File: src/rtl/tmr_pkg.sv
package tmr_pkg;
    localparam int AW  = 4;
    localparam int DW  = 8;
    localparam int CW  = 16;
    localparam int NCH = 2;
    localparam int PSW = 3;
    localparam int DIVW = 6;

    localparam logic [AW-1:0] A_CTRL  = 4'd0;
    localparam logic [AW-1:0] A_CNTH  = 4'd1;
    localparam logic [AW-1:0] A_CNTL  = 4'd2;
    localparam logic [AW-1:0] A_MODH  = 4'd3;
    localparam logic [AW-1:0] A_MODL  = 4'd4;
    localparam logic [AW-1:0] A_CH0   = 4'd5;

    typedef enum logic [1:0] {
        M_CAP  = 2'b00,
        M_CMP  = 2'b01,
        M_BCMP = 2'b10,
        M_BPWM = 2'b11
    } ch_mode_e;

    typedef struct packed {
        logic           flag;
        logic           ovie;
        logic           stop;
        logic [PSW-1:0] ps;
    } ctrl_t;

    typedef struct packed {
        logic     flag;
        logic     ie;
        ch_mode_e mode;
        logic [1:0] sel;
    } ch_ctl_t;

    function automatic logic [DIVW-1:0] ps_limit(input logic [PSW-1:0] ps);
        int sh;
        sh = (int'(ps) > DIVW) ? DIVW : int'(ps);
        return DIVW'((1 << sh) - 1);
    endfunction

    function automatic logic [AW-1:0] ch_base(input int idx);
        return AW'(int'(A_CH0) + 3 * idx);
    endfunction
endpackage

File: src/rtl/tmr_prescale.sv
module tmr_prescale import tmr_pkg::*; (
    input  logic           clk,
    input  logic           rst,
    input  logic           clr,
    input  logic           run,
    input  logic [PSW-1:0] ps,
    output logic           tick
);
    logic [DIVW-1:0] div_q;
    logic [DIVW-1:0] lim;
    logic            at_lim;

    always_comb begin
        lim    = ps_limit(ps);
        at_lim = (div_q >= lim);
        tick   = run & at_lim;
    end

    always_ff @(posedge clk) begin
        if (rst || clr) begin
            div_q <= '0;
        end else if (run) begin
            div_q <= at_lim ? '0 : div_q + 1'b1;
        end
    end
endmodule

File: src/rtl/tmr_counter.sv
module tmr_counter import tmr_pkg::*; (
    input  logic          clk,
    input  logic          rst,
    input  logic          clr,
    input  logic          tick,
    input  logic [CW-1:0] top_val,
    output logic [CW-1:0] cnt,
    output logic [CW-1:0] nxt,
    output logic          wrap
);
    always_comb begin
        wrap = tick && (cnt == top_val);
        nxt  = wrap ? '0 : cnt + 1'b1;
    end

    always_ff @(posedge clk) begin
        if (rst || clr) begin
            cnt <= '0;
        end else if (tick) begin
            cnt <= nxt;
        end
    end
endmodule

File: src/rtl/tmr_channel.sv
module tmr_channel import tmr_pkg::*; #(
    parameter int SYNC = 2
) (
    input  logic          clk,
    input  logic          rst,
    input  logic          pin_in,
    input  logic          brk,
    input  logic          idle,
    input  ch_mode_e      mode,
    input  logic [1:0]    sel,
    input  logic          tick,
    input  logic          wrap,
    input  logic [CW-1:0] nxt,
    input  logic [CW-1:0] cmp_val,
    output logic          cap_evt,
    output logic          cmp_evt,
    output logic          pin_out
);
    logic [SYNC-1:0] sync_q;
    logic            prev_q;
    logic            rise, fall;

    always_ff @(posedge clk) begin
        if (rst) begin
            sync_q <= '0;
            prev_q <= 1'b0;
        end else begin
            sync_q <= {sync_q[SYNC-2:0], pin_in};
            prev_q <= sync_q[SYNC-1];
        end
    end

    always_comb begin
        rise    = sync_q[SYNC-1] & ~prev_q;
        fall    = ~sync_q[SYNC-1] & prev_q;
        cap_evt = !idle && (mode == M_CAP) && !brk &&
                  ((sel[0] & rise) | (sel[1] & fall));
        cmp_evt = !idle && (mode != M_CAP) && tick && (nxt == cmp_val);
    end

    always_ff @(posedge clk) begin
        if (rst) begin
            pin_out <= 1'b0;
        end else if (idle || mode == M_CAP) begin
            pin_out <= 1'b0;
        end else if (mode == M_BPWM) begin
            if (cmp_evt)      pin_out <= 1'b0;
            else if (wrap)    pin_out <= 1'b1;
        end else if (cmp_evt) begin
            case (sel)
                2'b01:   pin_out <= ~pin_out;
                2'b10:   pin_out <= 1'b0;
                2'b11:   pin_out <= 1'b1;
                default: pin_out <= pin_out;
            endcase
        end
    end
endmodule

File: src/rtl/capcmp_timer.sv
module capcmp_timer import tmr_pkg::*; #(
    parameter int SYNC_STAGES = 2
) (
    input  logic          clk,
    input  logic          rst,
    input  logic [3:0]    addr,
    input  logic          wr_en,
    input  logic          rd_en,
    input  logic [7:0]    wdata,
    output logic [7:0]    rdata,
    input  logic [1:0]    cap_in,
    output logic [1:0]    cmp_out,
    input  logic          brk,
    input  logic          brk_clr_en,
    output logic          irq_ovf,
    output logic [1:0]    irq_ch
);
    ctrl_t         ctl_q;
    logic [CW-1:0] modv_q;
    logic [CW-1:0] chv_q   [NCH];
    ch_ctl_t       chc_q   [NCH];
    logic [CW-1:0] cmp_val [NCH];
    logic [NCH-1:0] ch_arm_q;
    logic          ovf_arm_q;
    logic          act_q, last_wr_q;

    logic          prot, wr_ctrl, crst, run, tick, wrap, buffered;
    logic          clr_ovf, ovf_flag, stop_bit;
    logic [CW-1:0] cnt_q, cnt_nxt;
    logic [NCH-1:0] cap_evt, cmp_evt, clr_ch;

    always_comb begin
        prot     = brk & ~brk_clr_en;
        wr_ctrl  = wr_en && (addr == A_CTRL);
        crst     = wr_ctrl && wdata[4];
        stop_bit = ctl_q.stop;
        ovf_flag = ctl_q.flag;
        run      = !ctl_q.stop && !brk;
        buffered = (chc_q[0].mode == M_BCMP) || (chc_q[0].mode == M_BPWM);
        clr_ovf  = wr_ctrl && !wdata[7] && ovf_arm_q && !prot;
        cmp_val[0] = buffered ? chv_q[act_q] : chv_q[0];
        cmp_val[1] = chv_q[1];
        for (int i = 0; i < NCH; i++) begin
            clr_ch[i] = wr_en && (addr == ch_base(i)) && !wdata[7] && ch_arm_q[i] && !prot;
        end
    end

    tmr_prescale u_pre (
        .clk(clk), .rst(rst), .clr(crst), .run(run), .ps(ctl_q.ps), .tick(tick)
    );

    tmr_counter u_cnt (
        .clk(clk), .rst(rst), .clr(crst), .tick(tick), .top_val(modv_q),
        .cnt(cnt_q), .nxt(cnt_nxt), .wrap(wrap)
    );

    for (genvar g = 0; g < NCH; g++) begin : g_ch
        tmr_channel #(.SYNC(SYNC_STAGES)) u_ch (
            .clk(clk), .rst(rst), .pin_in(cap_in[g]), .brk(brk),
            .idle((g != 0) && buffered),
            .mode(chc_q[g].mode), .sel(chc_q[g].sel),
            .tick(tick), .wrap(wrap), .nxt(cnt_nxt), .cmp_val(cmp_val[g]),
            .cap_evt(cap_evt[g]), .cmp_evt(cmp_evt[g]), .pin_out(cmp_out[g])
        );
        assign irq_ch[g] = chc_q[g].flag & chc_q[g].ie;
    end

    assign irq_ovf = ctl_q.flag & ctl_q.ovie;

    always_ff @(posedge clk) begin
        if (rst) begin
            ctl_q     <= '{flag: 1'b0, ovie: 1'b0, stop: 1'b1, ps: '0};
            modv_q    <= '1;
            ovf_arm_q <= 1'b0;
            ch_arm_q  <= '0;
            act_q     <= 1'b0;
            last_wr_q <= 1'b0;
            for (int i = 0; i < NCH; i++) begin
                chv_q[i] <= '0;
                chc_q[i] <= '{flag: 1'b0, ie: 1'b0, mode: M_CAP, sel: 2'b00};
            end
        end else begin
            if (wr_ctrl) begin
                ctl_q.ovie <= wdata[6];
                ctl_q.stop <= wdata[5];
                ctl_q.ps   <= wdata[PSW-1:0];
            end
            if (wrap)         ctl_q.flag <= 1'b1;
            else if (clr_ovf) ctl_q.flag <= 1'b0;
            if (clr_ovf)
                ovf_arm_q <= 1'b0;
            else if (rd_en && addr == A_CTRL && ctl_q.flag && !prot)
                ovf_arm_q <= 1'b1;

            if (wr_en && addr == A_MODH) modv_q[CW-1:DW] <= wdata;
            if (wr_en && addr == A_MODL) modv_q[DW-1:0]  <= wdata;

            for (int i = 0; i < NCH; i++) begin
                if (wr_en && addr == ch_base(i)) begin
                    chc_q[i].ie   <= wdata[6];
                    chc_q[i].mode <= ch_mode_e'({(i == 0) ? wdata[3] : 1'b0, wdata[2]});
                    chc_q[i].sel  <= wdata[1:0];
                end
                if (cap_evt[i] || cmp_evt[i]) chc_q[i].flag <= 1'b1;
                else if (clr_ch[i])           chc_q[i].flag <= 1'b0;
                if (clr_ch[i])
                    ch_arm_q[i] <= 1'b0;
                else if (rd_en && addr == ch_base(i) && chc_q[i].flag && !prot)
                    ch_arm_q[i] <= 1'b1;

                if (cap_evt[i]) begin
                    chv_q[i] <= cnt_q;
                end else if (wr_en && addr == ch_base(i) + 4'd1) begin
                    chv_q[i][CW-1:DW] <= wdata;
                    last_wr_q <= (i != 0);
                end else if (wr_en && addr == ch_base(i) + 4'd2) begin
                    chv_q[i][DW-1:0] <= wdata;
                    last_wr_q <= (i != 0);
                end
            end

            if (!buffered)  act_q <= 1'b0;
            else if (wrap)  act_q <= last_wr_q;
        end
    end

    always_comb begin
        rdata = '0;
        case (addr)
            A_CTRL: rdata = {ctl_q.flag, ctl_q.ovie, ctl_q.stop, 2'b00, ctl_q.ps};
            A_CNTH: rdata = cnt_q[CW-1:DW];
            A_CNTL: rdata = cnt_q[DW-1:0];
            A_MODH: rdata = modv_q[CW-1:DW];
            A_MODL: rdata = modv_q[DW-1:0];
            default: begin
                for (int i = 0; i < NCH; i++) begin
                    if (addr == ch_base(i))
                        rdata = {chc_q[i].flag, chc_q[i].ie, 2'b00, chc_q[i].mode, chc_q[i].sel};
                    if (addr == ch_base(i) + 4'd1) rdata = chv_q[i][CW-1:DW];
                    if (addr == ch_base(i) + 4'd2) rdata = chv_q[i][DW-1:0];
                end
            end
        endcase
    end
endmodule

File: config.mk
export PLATFORM = sky130hd
export DESIGN_NAME = capcmp_timer
export DESIGN_NICKNAME = d
export VERILOG_FILES = /design/src/rtl/tmr_pkg.sv /design/src/rtl/tmr_prescale.sv /design/src/rtl/tmr_counter.sv /design/src/rtl/tmr_channel.sv /design/src/rtl/capcmp_timer.sv
export SDC_FILE = /design/constraint.sdc
export NUM_CORES = 1
export LEC_CHECK = 0
export BUFFER_PORTS_ARGS = -buffer_cell sky130_fd_sc_hd__buf_2
export CAP_MARGIN = 20
export CORE_AREA = 2 2 135 111
export DETAILED_ROUTE_END_ITERATION = 8
export DIE_AREA = 0 0 137 113
export PLACE_DENSITY = 0.66
export SKIP_LAST_GASP = 1
export SLEW_MARGIN = 40
export SYNTH_ARGS = -nofsm -noshare
export SYNTH_HDL_FRONTEND = slang
export SYNTH_SLANG_ARGS = --single-unit
File: constraint.sdc
create_clock -name clk -period 4.4 [get_ports clk]
set_input_delay 1.1 -clock clk [delete_from_list [all_inputs] [get_ports clk]]
set_output_delay 1.1 -clock clk [all_outputs]
set_load 0.01 [all_outputs]
---- Yosys cells after proc, flatten, opt, wreduce, memory -nomap -nowiden ----
Memories as Yosys holds them, arrays and structs flattened. A register that Yosys moved wholly into a read port is not among the register bits.
Cells that the tools add are included.
W data, S select, Z words.
cells by class
  add/sub/neg operators ................... 3
  order comparisons ....................... 2
  equality and inequality tests ........... 22
  shift operators ......................... 1
  multiplexer cells ....................... 92
  bitwise operators ....................... 39
  reductions and logical operators ........ 70
operator list
  kind                     number
  $mux W8                  10
  $mux W1                  69
  $mux W16                 4
  $eq A16 B16 Y1           3
  $logic_and A1 B1 Y1      40
  $pmux W8 S5              1
  $shl A1 B32 Y6 const A   1
  $or A1 B1 Y1             18
  $add A16 B1 Y16 const B  1
  $eq A4 B3 Y1 const B     4
  $eq A2 B2 Y1 const B     7
  $reduce_bool A2 Y1       7
  $and A1 B1 Y1            13
  $eq A4 B4 Y1 const B     3
  $reduce_or A2 Y1         6
  $eq A4 B2 Y1 const B     2
  $mux W2                  4
  $not A1 Y1               8
  $reduce_bool A4 Y1       2
  $add A6 B1 Y6 const B    1
  $ge A6 B6 Y1             1
  $mux W6                  1
  $pmux W1 S3              2
  $reduce_and A3 Y1        2
  9 further kinds          19
word-level totals
  flip-flop bits (word level) ............. 57
  bits in writable memories ............... 44
  input port bits ......................... 20
  output and inout port bits .............. 13
  logic and storage cells ................. 250
  memories ................................ 2
memory list
  memory  words  bits a word  read ports  clocked after Yosys merged registers in  wr ports  RTL line            text
  chv_q   2      16           3           1                                        2         capcmp_timer.sv:20  logic [CW-1:0] chv_q [NCH];
  chc_q   2      6            2           0                                        2         capcmp_timer.sv:21  ch_ctl_t chc_q [NCH];

---- Depth between registers and ports, before layout ----
Gate-level depths: netlist of run 1.
  depth in word-level cells ............... 16
  mapped depth ............................ 11

---- By module ----
Synthesis of run 1 repeated with hierarchy kept, for this count alone.
unflattened totals
  cell total of the unflattened synthesis .. 744
  area total of the unflattened synthesis .. 6739.0 um2
by module, submodules not included
  module        times used  cells an instance  area an instance (um2)  seq. area each (um2)
  capcmp_timer  1           424                4164.0                  1851.8
  tmr_counter   1           178                1317.5                  320.3
  tmr_channel   2           47                 404.1                   80.1
  tmr_prescale  1           48                 449.2                   120.1

---- Worst setup path after synthesis of run 1 ----
OpenSTA, ideal clock, no wires.
  kind .................................... input-to-output
  from .................................... in addr[0]
  to ...................................... out rdata[7]
  data arrival time ....................... 2573 ps
  data required time ...................... 3300 ps
  path slack .............................. 727 ps
  stages .................................. 6
  cells stage by stage .................... clkbuf_1 > clkbuf_1 > clkbuf_1 > nor2_1 > a222oi_1 > nand3_1
on the way
  cells in the longest elaborated chain, start to end .. 8
  elaborated cells on any way between the ends .. 18
  those cells by class .................... eq/ne (10); mux (7); reduce/logical (1)
ends and longest elaborated chain
  element          RTL line             text
  start, declared  capcmp_timer.sv:6    input logic [3:0] addr,
  $eq A4 B3 Y1     capcmp_timer.sv:137  if (addr == ch_base(i))
  $mux W8          capcmp_timer.sv:137
  $mux W8          capcmp_timer.sv:139  if (addr == ch_base(i) + 4'd1) rdata = chv_q[i][CW-1:DW];
  $mux W8          capcmp_timer.sv:140  if (addr == ch_base(i) + 4'd2) rdata = chv_q[i][DW-1:0];
  $mux W8          capcmp_timer.sv:137
  $mux W8          capcmp_timer.sv:139
  $mux W8          capcmp_timer.sv:140
  $pmux W8 S5 *    capcmp_timer.sv:129  case (addr)
  end, declared    capcmp_timer.sv:10   output logic [7:0] rdata,
Mark *: on every way between the ends. The rest lies on a longest branch, timed or not.

---- Worst setup path in the final report of run 1 ----
  from .................................... in addr[0]
  to ...................................... out rdata[2]
The elaborated chain is that of the path after synthesis.

==> impl_metrics.csv, run 1 <==
group,metric,value,unit
status,status,"complete, but fails checks",
status,violations,"design-rule violations",
power_and_ir_drop,power_frac_comb,10.5,%
setup_path,critPathCaptureType,"primary output",
setup_path,setup.worst_path.start_class,"input pin",
logic_synthesis,synth_top_family_by_area,"simple AND/OR/NAND/NOR gates",
route,wl_met2,10.82,mm
route,drtAntennaViolNets,0,
setup_path,max_stage_delay,0.40,ns
cts,tritoncts,"yes",
cts,clock_latency,0.37,ns
power_and_ir_drop,p_int,1.489,mW
route,drt-wirelength-per-cell,25.30,um
setup_path,cp_max_fo,26,
grt,track_usage,33.01,%
timing,setup_viol,0,
logic_synthesis,syn_area_per_cell,8.666,um^2
cts,htree_num_levels,3,
grt,grt_pass1_vias,6087,
logic_synthesis,synth_compound_area_share,19.86,%
logic_synthesis,synth_seq_cells,101,
cts,cts_setup_buffers,0,
setup_path,crit_slowest_cell,"buf_2",
grt,antenna_found_initial,0,
setup_path,cpLargestDelayFamily,"compound AO/OA/AOI/OAI gates",
flow_run,maxCapViolCount,0,
route,drt_iter0_markers,975,
logic_synthesis,syn_inst,799,
route,m1WireLength,11.16,mm
grt,grt_max_degree,33,
power_and_ir_drop,p_leak,2.567,nW
grt,grt_pass1_wl,37.80,mm
logic_synthesis,synthAdderAreaFrac,1.626,%
worst_hold_path,hold_path.class,"reg -> reg",
setup_path,crit_required,3.30,ns
route,routed-wl-met3,2.589,mm
power_and_ir_drop,switchingPower,0.5891,mW
cts,path_clk_slew,0.08,ns
power_and_ir_drop,fin_total_pwr,2.078,mW
floorplan,start_util,49.27,%
logic_synthesis,synth_xor_area_share,5.457,%
logic_synthesis,ys_seq_area_share,35.42,%
setup_path,reg2reg_setup_slack,0.77,ns
route,routed_via_density,6.684,
timing,tns,0,ns
placed_design,port_buffers,32,
placed_design,place_hpwl,18.77,mm
setup_path,critPathKind,"in -> out",
floorplan,design.die.area,15480,um^2
cts,cts.sinks,101,
setup_path,arrival,2.91,ns
cts,cts_buffers,9,
timing,fin_skew,0.01183,ns
power_and_ir_drop,powerDensity,276.4,nW/um^2
timing,max_freq,249.1,MHz
floorplan,rows,39,
power_and_ir_drop,seq_power_share,50.2,%
timing,maxSlewHeadroom,45.56,%
cells_and_area,final_cells,998,
timing,finalCriticalPeriod,4.014,ns
grt,grt-ovfl-total,0,
route,wl,25.25,mm
cells_and_area,drive_gt1_share,13.14,%
cells_and_area,synthToLayoutAreaGrowth,8.601,%
power_and_ir_drop,pwr-share-clk,39.3,%
cts,cts_resized,0,
logic_synthesis,yosysWarnings,0,
logic_synthesis,synth_simple_gate_area_share,25.95,%
cts,root_buffer,"clkbuf_16",
floorplan,core_area,14050,um^2
cts,cts_buffer_depth,2,
route,drc,3,
logic_synthesis,synth_ff_type,"dfxtp_1",
placed_design,place_inst,981,
logic_synthesis,netlist_area,6924,um^2
cells_and_area,antenna_cells,0,
timing,hold_viol,0,
placed_design,place_area,7219,um^2
timing,finalMaxSlewViolations,0,
power_and_ir_drop,p_sw_share,28.35,%
logic_synthesis,syn_nets,828,
logic_synthesis,async_reset_ff_share,0,%
cells_and_area,fin_nets,838,
floorplan,die_x,137,um
placed_design,gp_congestion,1.052,
cts,ctsHoldBuffers,0,
setup_path,crit_chain,"buf_2 > nor2b_1 > and2_1 > a22oi_1 > a21oi_1 > o32a_1 > buf_2",
timing,fin_crit_sh,91.22,%
setup_path,critPathMostFrequentCell,"buf_2",
logic_synthesis,yosys.cell_types.count,89,
route,top_layer,"met4",
logic_synthesis,synth.mux.area_fraction,6.523,%
route,drtPass1Iterations,9,
power_and_ir_drop,peakVddDrop,0.2061,mV
setup_path,cp_num_buf_inv,2,
timing,tightest_slew,0.8166,ns
floorplan,ios,33,
floorplan,die_h,113,um
route,vias,6671,
logic_synthesis,synth_edf_count,43,
cells_and_area,fin_area,7520,um^2
timing,rsz0062_at_grt,"false",
-- final cells by class --
type	instances	area, um^2
Inverter	12	45.04
Clock buffer	10	239.0
Clock inverter	6	53.80
Timing Repair Buffer	62	385.4
Multi-Input combinational cell	623	4114
Fill cell	1345	6534
Tap cell	184	230.2
Sequential cell	101	2452
-- kinds of logic (layout without fill, tap and decap cells) --
kind of cell	after synthesis	in the layout
DFF	101	101
AOI/OAI and AO/OA	204	204
and+or+nand+nor	330	330
adders and majority gates	9	9
buffers and inverters	75	90
xor gates and xnor gates	37	37
muxes	43	43
-- routing by layer --
| metal | global-route usage (%) | vias up |
|---|---|---|
| li1 | - | 2965 |
| met4 | 9.691 | 0 |
| met1 | 49.99 | 3227 |
| met2 | 47.56 | 421 |
| met3 | 6.183 | 58 |
| met5 | 0 | - |
-- synth_stat cells (3+ instances only) --
cell type,number,share of area [%]
a211oi_1,9,0.98
nor4_1,7,0.63
mux2_2,3,0.49
and2_1,11,0.99
buf_6,3,0.49
buf_4,10,1.1
a21oi_1,39,2.8
nand3_1,27,2.0
a221oi_1,7,0.89
nand3b_1,15,1.6
and4b_1,3,0.43
a211o_1,9,1.1
clkbuf_2,3,0.22
o31ai_1,7,0.76
dfxtp_1,58,17
o32a_1,4,0.58
nor2b_1,29,2.6
nand2b_1,15,1.4
xnor2_1,27,3.4
nor4_2,3,0.54
clkbuf_1,33,1.8
a31oi_1,4,0.36
a222oi_1,3,0.43
xor2_1,6,0.76
edfxtp_1,43,19
inv_1,12,0.65
and3_1,9,0.81
or3_1,6,0.54
buf_1,4,0.22
nor2_1,51,2.8
nor3_1,11,0.80
o22ai_1,7,0.63
o21ai_0,57,4.1
mux2i_1,38,5.5
a21o_1,4,0.43
a21boi_0,6,0.65
nor3b_1,10,1.1
buf_2,10,0.72
ha_1,9,1.6
a22oi_1,18,2.0
nand2_1,98,5.3
nand4_1,13,1.2
-- placed cells by master, fill, tap and decap left out, types with 3 or more instances in the layout --
cell | Yosys | routed
and3_1 | 9 | 9
xor2_1 | 6 | 6
nor2b_1 | 29 | 29
nand4_1 | 13 | 13
nand2b_1 | 15 | 15
o22ai_1 | 7 | 7
ha_1 | 9 | 9
o31ai_1 | 7 | 7
o21ai_0 | 57 | 57
a22oi_1 | 18 | 18
a211oi_1 | 9 | 9
and4b_1 | 3 | 3
buf_2 | 10 | 32
a211o_1 | 9 | 9
mux2_2 | 3 | 3
nand2_1 | 98 | 98
nand3b_1 | 15 | 15
o32a_1 | 4 | 4
xnor2_1 | 27 | 27
and2_1 | 11 | 11
nor4_1 | 7 | 7
inv_1 | 12 | 12
nor2_1 | 51 | 51
clkbuf_16 | 0 | 9
dfxtp_1 | 58 | 58
a21oi_1 | 39 | 39
buf_4 | 10 | 30
nor4_2 | 3 | 3
a222oi_1 | 3 | 3
nand3_1 | 27 | 27
a21o_1 | 4 | 4
edfxtp_1 | 43 | 43
or3_1 | 6 | 6
a31oi_1 | 4 | 4
a221oi_1 | 7 | 7
nor3b_1 | 10 | 10
mux2i_1 | 38 | 38
nor3_1 | 11 | 11
a21boi_0 | 6 | 6
-- power by group through the flow --
stage | logic, mW | registers, mW | clock network, mW
2_1_floorplan | 0.139 | 1.04 | 0
3_3_place_gp | 0.207 | 1.06 | 0
3_5_place_dp | 0.211 | 1.06 | 0
4_1_cts | 0.212 | 1.04 | 0.816
5_1_grt | 0.231 | 1.04 | 0.849
6_report | 0.218 | 1.04 | 0.817
-- final timing paths --
kind,start,endpoint,cells past startpoint
min reg2reg,g_ch[0].u_ch.sync_q[0],g_ch[0].u_ch.sync_q[1],1
min,g_ch[0].u_ch.sync_q[0],g_ch[0].u_ch.sync_q[1],1
max reg2reg,u_cnt.cnt[6],chc_q[0][4],8
max,addr[0],rdata[2],7
-- registers in the layout, indices dropped and copies added, names as in the netlist, 4 cells and up, named ones only --
signal and cells:
ctl_q 4, g_ch.u_ch.sync_q 4, chv_q 32, modv_q 16
u_pre.div_q 6, u_cnt.cnt 16, chc_q 11
-- stage by stage --
step	worst slack (ns)	utilization (%)	hold WS [ns]
after floorplan	0.7271	-	0.4138
after global placement	0.6015	51.37	0.4155
after detailed placement	0.4725	51.37	0.4266
after CTS	0.4680	53.45	0.4385
after global routing	0.2620	53.51	0.4582
final	0.3863	53.51	0.4366
Power figures use the tool's default switching activity.
==> inputs of run 2 (changes only) <==
CORE_AREA = 2 2 193 157   (was 2 2 135 111)
DIE_AREA = 0 0 195 159   (was 0 0 137 113)
PLACE_DENSITY = unset   (was 0.66)
==> impl_metrics.csv, run 2 (synthesis gave the netlist of run 1 again) <==
group,metric,value,unit
flow_run,maxCapViolCount,0,
cts,clock_latency,0.36,ns
timing,rsz0062_at_grt,"false",
cts,htree_num_levels,3,
timing,maxSlewHeadroom,47.57,%
setup_path,critPathKind,"in -> out",
cts,cts_resized,0,
setup_path,critPathCaptureType,"primary output",
timing,finalCriticalPeriod,4.061,ns
cells_and_area,fin_nets,836,
route,drt-wirelength-per-cell,21.81,um
timing,fin_skew,0.01348,ns
power_and_ir_drop,peakVddDrop,0.1823,mV
setup_path,setup.worst_path.start_class,"input pin",
timing,finalMaxSlewViolations,0,
cells_and_area,layout_commonest_cell,"nand2_1",
cells_and_area,top_regs,"chv_q (32), modv_q (16), u_cnt.cnt (16)",
floorplan,die_x,195,um
placed_design,gp_congestion,0.9933,
route,drtAntennaViolNets,0,
route,wl,25.94,mm
setup_path,cp_max_fo,12,
status,status,"finished, final reports clean",
grt,grt_pass1_wl,38.90,mm
grt,antenna_found_initial,1,
grt,grt_max_degree,33,
cells_and_area,synthToLayoutAreaGrowth,12.11,%
power_and_ir_drop,power_frac_comb,10.4,%
timing,fin_crit_sh,92.31,%
route,drc,0,
cells_and_area,mostFrequentLayoutCells,"nand2_1 (98), dfxtp_1 (58), o21ai_0 (57)",
grt,grt_pass1_vias,6021,
timing,tightest_slew,0.7766,ns
cts,cts_setup_buffers,0,
timing,tns,0,ns
power_and_ir_drop,switchingPower,0.5702,mW
route,vias,6565,
cts,root_buffer,"clkbuf_16",
timing,max_freq,246.2,MHz
cells_and_area,regMostFlops,"chv_q",
power_and_ir_drop,fin_total_pwr,2.111,mW
route,drt_iter0_markers,846,
floorplan,start_util,23.87,%
cts,cts_buffers,9,
route,drtPass1Iterations,6,
floorplan,ios,33,
floorplan,core_area,29010,um^2
cts,cts_buffer_depth,2,
power_and_ir_drop,pwr-share-clk,40.1,%
placed_design,place_hpwl,19.20,mm
cells_and_area,drive_gt1_share,12.93,%
placed_design,preCtsSetupSlack,0.4261,ns
route,routed_via_density,5.521,
floorplan,design.die.area,31010,um^2
worst_hold_path,hold_path.class,"reg -> reg",
cells_and_area,largest_register_ffs,32,
power_and_ir_drop,seq_power_share,49.5,%
placed_design,port_buffers,32,
setup_path,crit_required,3.30,ns
floorplan,die_h,159,um
timing,setup_viol,0,
timing,fin_ws,0.3385,ns
grt,grt-ovfl-total,0,
cts,ctsHoldBuffers,0,
timing,hold_viol,0,
power_and_ir_drop,powerDensity,271.9,nW/um^2
cells_and_area,antenna_cells,0,
cts,cts.sinks,101,
cells_and_area,fillers,3185,
power_and_ir_drop,p_sw_share,27.02,%
power_and_ir_drop,p_leak,2.560,nW
grt,track_usage,16.55,%
cts,tritoncts,"yes",
cts,path_clk_slew,0.07,ns
power_and_ir_drop,p_int,1.540,mW
setup_path,arrival,2.96,ns
floorplan,rows,56,
[run 2: cell types whose count changed in the layout (fill, tap and decap cells not counted), sizes merged]
| cell | change |
|---|---|
| buf | -2 |
| clkbuf | +2 |
| inv | -2 |
| bufinv | +1 |
| clkinv | -1 |
[run 2: final cells by class]
| cell class | instances | area, um^2 | area share, % |
|---|---|---|---|
| clock inverter | 4 | 55.05 | 0.7092 |
| clock buffer | 12 | 246.5 | 3.175 |
| inverter | 12 | 45.04 | 0.5803 |
| tap | 377 | 471.7 | 6.077 |
| sequential | 101 | 2452 | 31.59 |
| timing repair buffer | 60 | 374.1 | 4.819 |
| multi-input combinational | 623 | 4118 | 53.05 |
[run 2: through the flow]
stage	util, %	cells	hold slack (ns)	cell area [um^2]
after floorplan	-	799	0.4138	6924
after global placement	25.67	1172	0.4331	7446
after detailed placement	25.67	1172	0.4300	7446
after CTS	26.71	1188	0.4539	7747
after global routing	26.76	1189	0.4645	7762
final	26.76	1189	0.4503	7762
[run 2: worst max-delay path: stages]
cell     delay, ns
buf_2         0.21
nor2b_1       0.34
and3_1        0.45
a22oi_1       0.16
a21oi_1       0.30
o32a_1        0.24
buf_2         0.14
[run 2: worst paths after layout]
kind                                              from                      to  slack [ns]  cells past startpoint
worst max-delay path                           addr[2]                rdata[0]        0.34                      7
worst min-delay path            g_ch[1].u_ch.sync_q[0]  g_ch[1].u_ch.sync_q[1]        0.45                      1
worst max register to register                ctl_q[2]             chc_q[1][5]        0.73                     11
worst min register to register  g_ch[1].u_ch.sync_q[0]  g_ch[1].u_ch.sync_q[1]        0.45                      1
[run 2: per-layer routing]
metal  track usage, %  share of wire [%]  vias up
met5                0              0.050        -
li1                 -                  -     2960
met4            5.586                2.9        2
met3            4.660                 10       57
met1            24.59                 47     3204
met2            22.56                 40      342
[run 2: power groups by stage]
stage / Combinational [mW] / Clock, mW / Sequential, mW
2_1_floorplan: 0.139 / 0 / 1.04
6_report: 0.220 / 0.847 / 1.04
5_1_grt: 0.237 / 0.889 / 1.05
3_3_place_gp: 0.214 / 0 / 1.06
3_5_place_dp: 0.215 / 0 / 1.06
4_1_cts: 0.216 / 0.857 / 1.04
